[config.mk]
export PLATFORM = sky130hd
export DESIGN_NAME = pdpll_top
export DESIGN_NICKNAME = d
export VERILOG_FILES = /design/src/rtl/pdpll_pkg.sv /design/src/rtl/pdpll_edge_det.sv /design/src/rtl/pdpll_divider.sv /design/src/rtl/pdpll_stretch_ctl.sv /design/src/rtl/pdpll_top.sv
export SDC_FILE = /design/constraint.sdc
export NUM_CORES = 1
export LEC_CHECK = 0
export BUFFER_PORTS_ARGS = -buffer_cell sky130_fd_sc_hd__buf_2
export CAP_MARGIN = 25
export CELL_PAD_IN_SITES_DETAIL_PLACEMENT = 0
export CELL_PAD_IN_SITES_GLOBAL_PLACEMENT = 1
export CORE_MARGIN = 2
export CORE_UTILIZATION = 40
export CTS_CLUSTER_SIZE = 40
export DETAILED_ROUTE_END_ITERATION = 7
export PLACE_DENSITY = 0.74
export SLEW_MARGIN = 20
export SYNTH_ARGS = -nofsm -noshare
export SYNTH_HDL_FRONTEND = slang
export SYNTH_SLANG_ARGS = --single-unit
[constraint.sdc]
create_clock -name clk -period 5.6 [get_ports clk]
set_input_delay 0.84 -clock clk [delete_from_list [all_inputs] [get_ports clk]]
set_output_delay 0.84 -clock clk [all_outputs]
set_load 0.02 [all_outputs]
[src/rtl/pdpll_pkg.sv]
package pdpll_pkg;
    typedef enum logic [1:0] {
        ST_RUN      = 2'd0,
        ST_STALL_A  = 2'd1,
        ST_WAIT_MID = 2'd2,
        ST_STALL_B  = 2'd3
    } stretch_state_t;
endpackage

[src/rtl/pdpll_edge_det.sv]
module pdpll_edge_det (
    input  logic clk,
    input  logic rst_n,
    input  logic ref_in,
    input  logic edge_rise,
    output logic ref_edge
);
    logic [2:0] sync_q;

    always_ff @(posedge clk or negedge rst_n) begin
        if (!rst_n) sync_q <= '0;
        else        sync_q <= {sync_q[1:0], ref_in};
    end

    // sync_q[1] is the synchronized level, sync_q[2] its previous value
    always_comb begin
        if (edge_rise) ref_edge = sync_q[1] & ~sync_q[2];
        else           ref_edge = ~sync_q[1] & sync_q[2];
    end
endmodule

[src/rtl/pdpll_divider.sv]
module pdpll_divider #(
    parameter int PRE_DIV = 8,
    parameter int DIV_T1  = 193,
    parameter int DIV_E1  = 256
) (
    input  logic clk,
    input  logic rst_n,
    input  logic stall,
    input  logic frame_sel,
    output logic line_clk,
    output logic frame_8k,
    output logic wrap,
    output logic mid,
    output logic early
);
    localparam int DIV_MAX = (DIV_E1 > DIV_T1) ? DIV_E1 : DIV_T1;
    localparam int PW      = (PRE_DIV > 2) ? $clog2(PRE_DIV) : 1;
    localparam int FW      = $clog2(DIV_MAX + 1);

    logic          half_q;
    logic [PW-1:0] pre_q;
    logic [FW-1:0] frm_q;
    logic [FW-1:0] frame_len;
    logic [FW-1:0] frame_half;
    logic          step;
    logic          pre_last;
    logic          frm_last;

    assign frame_len  = frame_sel ? FW'(DIV_E1) : FW'(DIV_T1);
    assign frame_half = frame_len >> 1;
    assign step       = half_q & ~stall;
    assign pre_last   = (pre_q == PW'(PRE_DIV - 1));
    assign frm_last   = (frm_q >= frame_len - FW'(1));
    assign wrap       = step & pre_last & frm_last;
    assign mid        = step & pre_last & (frm_q == frame_half - FW'(1));

    always_ff @(posedge clk or negedge rst_n) begin
        if (!rst_n) begin
            half_q <= 1'b0;
            pre_q  <= '0;
            frm_q  <= '0;
        end else begin
            if (!stall) half_q <= ~half_q;
            if (step)   pre_q  <= pre_last ? '0 : pre_q + PW'(1);
            if (step && pre_last) frm_q <= frm_last ? '0 : frm_q + FW'(1);
        end
    end

    assign line_clk = (pre_q >= PW'(PRE_DIV / 2));
    assign frame_8k = (frm_q >= frame_half);
    assign early    = (frm_q < frame_half);
endmodule

[src/rtl/pdpll_stretch_ctl.sv]
module pdpll_stretch_ctl
    import pdpll_pkg::*;
(
    input  logic clk,
    input  logic rst_n,
    input  logic wrap,
    input  logic mid,
    input  logic stretch_req,
    output logic stall
);
    stretch_state_t state_q, state_d;

    always_ff @(posedge clk or negedge rst_n) begin
        if (!rst_n) state_q <= ST_RUN;
        else        state_q <= state_d;
    end

    always_comb begin
        state_d = state_q;
        stall   = 1'b0;
        unique case (state_q)
            ST_RUN:      if (wrap && stretch_req) state_d = ST_STALL_A;
            ST_STALL_A: begin
                stall   = 1'b1;
                state_d = ST_WAIT_MID;
            end
            ST_WAIT_MID: if (mid) state_d = ST_STALL_B;
            ST_STALL_B: begin
                stall   = 1'b1;
                state_d = ST_RUN;
            end
            default:     state_d = ST_RUN;
        endcase
    end
endmodule

[src/rtl/pdpll_top.sv]
module pdpll_top #(
    parameter int PRE_DIV = 8,
    parameter int DIV_T1  = 193,
    parameter int DIV_E1  = 256
) (
    input  logic clk,
    input  logic rst_n,
    input  logic ref_in,
    input  logic edge_rise,
    input  logic frame_sel,
    output logic line_clk,
    output logic line_clk_n,
    output logic frame_8k
);
    logic ref_edge;
    logic stall;
    logic wrap;
    logic mid;
    logic early;
    logic early_seen_q;

    pdpll_edge_det u_edge (
        .clk      (clk),
        .rst_n    (rst_n),
        .ref_in   (ref_in),
        .edge_rise(edge_rise),
        .ref_edge (ref_edge)
    );

    pdpll_divider #(
        .PRE_DIV(PRE_DIV),
        .DIV_T1 (DIV_T1),
        .DIV_E1 (DIV_E1)
    ) u_div (
        .clk      (clk),
        .rst_n    (rst_n),
        .stall    (stall),
        .frame_sel(frame_sel),
        .line_clk (line_clk),
        .frame_8k (frame_8k),
        .wrap     (wrap),
        .mid      (mid),
        .early    (early)
    );

    // one decision per frame: any edge in the first half marks the local frame as fast
    always_ff @(posedge clk or negedge rst_n) begin
        if (!rst_n)                early_seen_q <= 1'b0;
        else if (wrap)             early_seen_q <= 1'b0;
        else if (ref_edge && early) early_seen_q <= 1'b1;
    end

    pdpll_stretch_ctl u_ctl (
        .clk        (clk),
        .rst_n      (rst_n),
        .wrap       (wrap),
        .mid        (mid),
        .stretch_req(early_seen_q),
        .stall      (stall)
    );

    assign line_clk_n = ~line_clk;
endmodule

==> results.ini, run 1 <==
[synth]
syn_area_mm2=0.00121
synth.avg_cell_area_um2=10.2
yosysSeqAreaShare_pct=39.3
syn_nets=141
syn_inst=118
ys_seq_elements=19
yosys_warnings=0
yosysUniqueCellTypes=35

[sta]
rsz0062_at_grt=no
layout_min_cycle_time_ns=2.88
setup-tns-final_ns=0
hold_viol=0
relSlewSlack_pct=70.4
timing.fmax_mhz=348
setup_viol=0
tightest_slew_ns=0.444
slew_viol_final=0
fin_crit_sh_pct=51.4
fin_skew_ns=0.00799

[worst_setup_path]
crit_fanout=7
end_kind=output pin
cp_data_required_time_ns=4.76
crit_path_start_kind=input port
regToRegStartpoint=u_div.frm_q[5]
crit_arrival_ns=2.04
critical_path_class=input port to output pin
crit_path_start=frame_sel

[clocking]
clk_pin_slew_worst_paths_ns=0.11
cts_inserted_buffers=3
cts_tree=yes
cts_sinks=19
htree_levels=1
clk_latency_ns=0.29
clockBufferDepth=2
cts_resized=0
post-cts-setup-buffers=0
cts_hold_buf=0
root_buffer=clkbuf_4

[grt]
grt_pass1_wl_um=3930
grt_max_degree=20
grt_use_total_pct=15.1
first_global_vias=888
grt_overflow=0
antenna_found_initial=0

[route]
viasPerCell=5.59
drtAntennaViolNets=0
drt_iter0_markers=30
drt_first_pass_iters=6
vias=884
wl_per_cell_um=13.9
drc=2
wl_um=2200

[worst_hold_path]
hold_path.class=flip-flop to flip-flop
min_from=u_edge.sync_q[0]

[cells_and_area]
drive_above_1_share_pct=14.2
layout_common_cells=dfrtp_1 (19), ha_1 (18), nor2_1 (14)
layout_commonest_cell=dfrtp_1
nFillCells=295
fin_nets=151
antenna_cells=0
syn_to_final_growth_pct=7.76

[pwr]
powerDensity_mw_per_mm2=167
total_power_w=0.000218
cellLeakagePower_nw=0.660
peakVddDrop_v=0.000151

[floorplanning]
core.rowCount=19
die_w_um=59.0
coreArea_mm2=0.00281
initial_core_util_pct=43.1
io_pins=8
die_h_um=59.0
die_area_mm2=0.00348

[place]
hpwlAfterDp_um=1690
portBuffers=7
gp_congestion=0.840

[outcome]
outcome=finished, violations left
violations=design-rule violations

[run]
maxCapViolations=0

synth_stat cells, drive strengths merged:
| master | n | area share, % |
|---|---|---|
| nor2 | 14 | 4.3 |
| o41ai | 2 | 3.0 |
| o221a | 1 | 0.93 |
| o22ai | 1 | 0.52 |
| a311oi | 1 | 0.72 |
| o21bai | 1 | 0.62 |
| nor3 | 1 | 0.41 |
| xor2 | 4 | 2.9 |
| o211ai | 1 | 1.0 |
| a211o | 1 | 0.72 |
| nand4 | 3 | 1.6 |
| nand2b | 3 | 1.6 |
| inv | 11 | 3.4 |
| nand2 | 8 | 2.5 |
| nand3 | 2 | 0.83 |
| or4b | 1 | 1.1 |
| dfrtp | 19 | 39 |
| nand4b | 1 | 0.72 |
| clkbuf | 2 | 0.62 |
| and2 | 1 | 0.52 |
| mux2 | 2 | 1.9 |
| nand3b | 1 | 0.62 |
| and4bb | 1 | 1.0 |
| a31oi | 4 | 2.1 |
| a21oi | 2 | 0.83 |
| a21o | 2 | 1.2 |
| a211oi | 1 | 0.62 |
| nand4bb | 1 | 0.93 |
| and3 | 1 | 0.52 |
| o21ai | 2 | 0.83 |
| xnor2 | 4 | 2.9 |
| ha | 18 | 19 |
| nor4 | 1 | 0.52 |
worst paths after layout:
path	to	slack, ns	cells past startpoint
max	frame_8k	2.72	7
min	u_edge.sync_q[1]	0.36	0
max reg2reg	u_ctl.state_q[1]	3.43	7
min reg2reg	u_edge.sync_q[1]	0.36	0
max in group asynchronous	u_div.frm_q[7]	4.83	1
min in group asynchronous	early_seen_q	0.46	1
report_power, final:
part	internal (W)	switching [W]
Combinational	0.00000433	0.00000778
Sequential	0.000138	0.000000466
Clock	0.0000266	0.0000408
per-layer routing:
layer / global-route usage [%] / part of all wire [%] / up-vias
met5: 0 / 0 / -
met4: 6.17 / 0.77 / 0
met3: 1.31 / 2.7 / 2
met2: 24.3 / 48 / 14
met1: 20.9 / 49 / 434
li1: - / - / 434
through the flow:
step | hold slack (ns) | cell area [µm²] | instances | utilization (%) | setup WS, ns
detailed placement | 0.339 | 1270 | 154 | 45.5 | 2.73
CTS | 0.368 | 1300 | 158 | 46.4 | 2.73
floorplan | 0.331 | 1210 | 118 | - | 2.68
finish | 0.362 | 1300 | 158 | 46.4 | 2.72
global placement | 0.334 | 1270 | 154 | 45.5 | 2.79
global route | 0.382 | 1300 | 158 | 46.4 | 2.63
sequential cells by signal (all words and copies together) (netlist names):
signal         cells
u_ctl.state_q      2
u_edge.sync_q      3
early_seen_q       1
u_div.half_q       1
u_div.frm_q        9
u_div.pre_q        3
kinds of logic (layout without fill, tap and decap cells):
family                     Yosys count  count (layout)  synth area share, %
buffers and inverters               13              22                 4.04
DFF                                 19              19                 39.3
and+or+nand+nor                     39              39                 17.2
AOI/OAI and AO/OA                   19              19                 13.1
adders and majority gates           18              18                 18.6
xor gates and xnor gates             8               8                 5.80
muxes                                2               2                 1.86
cell type report:
| class | count | area, µm² | share of cell area, % |
|---|---|---|---|
| Multi-Input combinational cell | 86 | 684 | 52.5 |
| Sequential cell | 19 | 475 | 36.5 |
| Inverter | 11 | 41.3 | 3.17 |
| Tap cell | 31 | 38.8 | 2.98 |
| Timing Repair Buffer | 7 | 35.0 | 2.69 |
| Clock buffer | 3 | 22.5 | 1.73 |
| Clock inverter | 1 | 5.00 | 0.384 |
critical path: stages:
cell and delay [ns]:
buf_2 0.12, inv_1 0.19, ha_1 0.20, o21bai_1 0.07, a211oi_1 0.31, o41ai_1 0.12
buf_2 0.17
Note: power is estimated with default switching activity, not from simulation.
==> run 2, diff against run 1 <==
Settings changed: ABC_AREA from default to 1, PLACE_DENSITY 0.74 to 0.8.
Clock period 5.6 ns to 2.4 ns, I/O delays scaled along.
==> run 2 against run 1 <==
- the run now ends clean
- register-to-register slack got worse by 2.7 ns
- sequential cell count stayed put
- sequential share of layout area down 4.9 points
- synthesized area grew 14%
- critical path type is now flip-flop to output pin
- largest cell class unchanged
==> results.ini, run 2 <==
[grt]
grt_use_total_pct=16.2  ; +1.1 points
use_met3_pct=1.80  ; +0.49 points
first_global_vias=1099  ; +24%
grt_pass1_wl_um=5090  ; +30%
grt_max_degree=20  ; unchanged
antenna_found_initial=0  ; unchanged
grtUsageMet1_pct=22.8  ; +1.9 points
grt_overflow=0  ; unchanged
met2_usage_pct=25.7  ; +1.4 points
top_usage_layer=met2

[route]
wl_per_cell_um=11.9  ; -14%
drtAntennaViolNets=0  ; unchanged
vias=1149  ; +30%
drt_iter0_markers=81  ; +170%
drt_first_pass_iters=4  ; -2
drc=0  ; -2
wl_um=2790  ; +27%
viasPerCell=4.91  ; -12%

[pwr]
pwr-share-clk_pct=31.1  ; +0.2 points
power_frac_seq_pct=61.5  ; -2.1 points
internal_power_w=0.000401  ; +140%
peakVddDrop_v=0.000222  ; +47%
p_switching_w=0.000125  ; +160%
p_comb_share_pct=7.4  ; +1.9 points
p_sw_share_pct=23.8  ; +1.3 points
powerDensity_mw_per_mm2=350  ; +110%
cellLeakagePower_nw=0.797  ; +21%

[sta]
fin_skew_ns=0.00112  ; -0.00687 ns
relSlewSlack_pct=71.1  ; +0.67 points
timing.fmax_mhz=479
hold_viol=0  ; unchanged
rsz0062_at_grt=no
layout_min_cycle_time_ns=2.09
setup_viol=0  ; unchanged
tightest_slew_ns=0.434  ; -0.0101 ns
fin_crit_sh_pct=86.9
slew_viol_final=0  ; unchanged
setup-tns-final_ns=0  ; unchanged

[worst_setup_path]
end_kind=output pin
slowest_stage=dfrtp_1
crit_arrival_ns=1.73  ; -0.31 ns
cpPeakStageDelay_ns=0.47  ; +0.16 ns
crit_chain=ha_1 > inv_1 > nor4_1 > nand4_1 > nand3_1 > buf_2
crit_path_start_kind=flip-flop
reg2reg_slack_ns=0.70  ; -2.73 ns
critical_path_class=flip-flop to output pin
crit_fanout=6  ; -1
cp_data_required_time_ns=2.04  ; -2.72 ns

[synth]
async_reset_ff_share_pct=100  ; unchanged
synth.avg_cell_area_um2=7.79  ; -24%
synth_top_area_share_pct=34.5  ; -4.9 points
synth_xor_xnor_area_share_pct=2.54  ; -3.3 points
ys.flop_type=dfrtp_1
syn_inst=177  ; +50%
synthAdderAreaFrac_pct=16.3  ; -2.3 points
muxShareOfSynthArea_pct=0  ; -1.9 points
yosys.area.top_type=dfrtp_1
synth_edf_count=0  ; unchanged
yosysUniqueCellTypes=25  ; -29%
syn_area_mm2=0.00138  ; +14%
syn_nets=200  ; +42%
synth_commonest_cells=nand2_1 (34), inv_1 (28), nor2_1 (23), dfrtp_1 (19), ha_1 (18)
synth_area_leaders=dfrtp_1 (34%), ha_1 (16%), nand2_1 (9.3%)
synthSimpleGateAreaFrac_pct=31.8  ; +15 points
synth_compound_area_share_pct=6.17  ; -7.0 points
yosysMostFrequentCell=nand2_1
synth_top_family_by_area=simple AND/OR/NAND/NOR gates
yosysSeqAreaShare_pct=34.5  ; -4.9 points
ys_seq_elements=19  ; unchanged
yosys_warnings=0  ; unchanged

[cells_and_area]
drive_above_1_share_pct=13.8  ; -0.34 points
reg_top3=u_div.frm_q (9), u_div.pre_q (3), u_edge.sync_q (3)
antenna_cells=0  ; unchanged
layout_common_cells=nand2_1 (34), inv_1 (28), nor2_1 (23)
largest_reg_flops=9  ; unchanged
top_register=u_div.frm_q
syn_to_final_growth_pct=9.07
layout_commonest_cell=nand2_1
fin_nets=212  ; +40%
finish.utilization_pct=45.4  ; -1.0 points
stdcell_count=234  ; +48%

[clocking]
cts_tree=yes
cts_resized=0  ; unchanged
clockBufferDepth=2  ; unchanged
cts_inserted_buffers=3  ; unchanged
cts_hold_buf=1  ; +1
clk_latency_ns=0.29  ; about the same
cts_sinks=19  ; unchanged
clk_pin_slew_worst_paths_ns=0.11  ; about the same
post-cts-setup-buffers=0  ; unchanged
root_buffer=clkbuf_4
htree_levels=1  ; unchanged

[place]
portBuffers=7  ; unchanged
gp_congestion=0.928  ; +10%
hpwlAfterDp_um=2160  ; +28%
dp_cells=229  ; +49%

[floorplanning]
die_w_um=62.7  ; +6.3%
coreArea_mm2=0.00331  ; +18%
initial_core_util_pct=41.6  ; -1.4 points
core.rowCount=21  ; +2
die_h_um=62.7  ; +6.3%
die_area_mm2=0.00393  ; +13%
io_pins=8  ; unchanged

[worst_hold_path]
hold_path.class=input port to flip-flop

[run]
maxCapViolations=0  ; unchanged

[outcome]
outcome=finished, final reports clean

==> run 2: cells by family after synthesis <==
logic type      after synthesis
simple gates                 89
fa+ha+maj                    18
flops                        19
buf+inv                      32
xor+xnor                      4
compound gates               15
==> run 2: layout make-up <==
type	count	area (µm²)
flip-flops and latches	19	475
well taps	46	57.6
repair buffers	8	45.0
fillers	366	1810
clock buffers	4	26.3
multi-input cells	126	783
inverters	31	116
==> run 2: worst paths after layout <==
kind,from,endpoint,depth (start not counted)
max,u_div.frm_q[6],frame_8k,6
min,ref_in,u_edge.sync_q[0],1
max reg2reg,u_div.frm_q[4],u_div.frm_q[2],7
min reg2reg,u_edge.sync_q[0],u_edge.sync_q[1],0
max in group asynchronous,rst_n,u_ctl.state_q[0],2
min in group asynchronous,rst_n,u_edge.sync_q[0],2
==> run 2: worst max-delay path, delay by kind of cell, from the launching register on <==
kind                     cells  cell delay [ns]
buffers and inverters        2             0.21
AND/OR/NAND/NOR              3             0.44
adder cells (fa/ha/maj)      1             0.31
flip-flops                   1             0.47
==> run 2: per-stage QoR <==
stage	setup WS, ns	cell area, µm²	power [W]	hold WS (ns)
after detailed placement	0.575	1470	0.000368	0.330
after global routing	0.191	1500	0.000552	0.140
after global placement	0.655	1470	0.000367	0.322
after floorplan	0.834	1380	0.000351	0.0644
after CTS	0.324	1500	0.000529	0.157
final	0.313	1500	0.000526	0.162
==> run 2: metal layers <==
metal / up-vias / share of wire, % / wire length, µm
li1: 581 / - / -
met1: 525 / 46 / 1300
met2: 39 / 45 / 1270
met3: 4 / 6.6 / 185
met4: 0 / 1.5 / 41
met5: - / 0 / 0
==> run 2: power groups by stage <==
stage                     Sequential [W]  Combinational [W]  Clock [W]
after floorplan                 0.000330          0.0000215          0
after global placement          0.000330          0.0000367          0
after detailed placement        0.000330          0.0000377          0
after CTS                       0.000324          0.0000390   0.000166
after global routing            0.000324          0.0000451   0.000183
final                           0.000324          0.0000389   0.000163
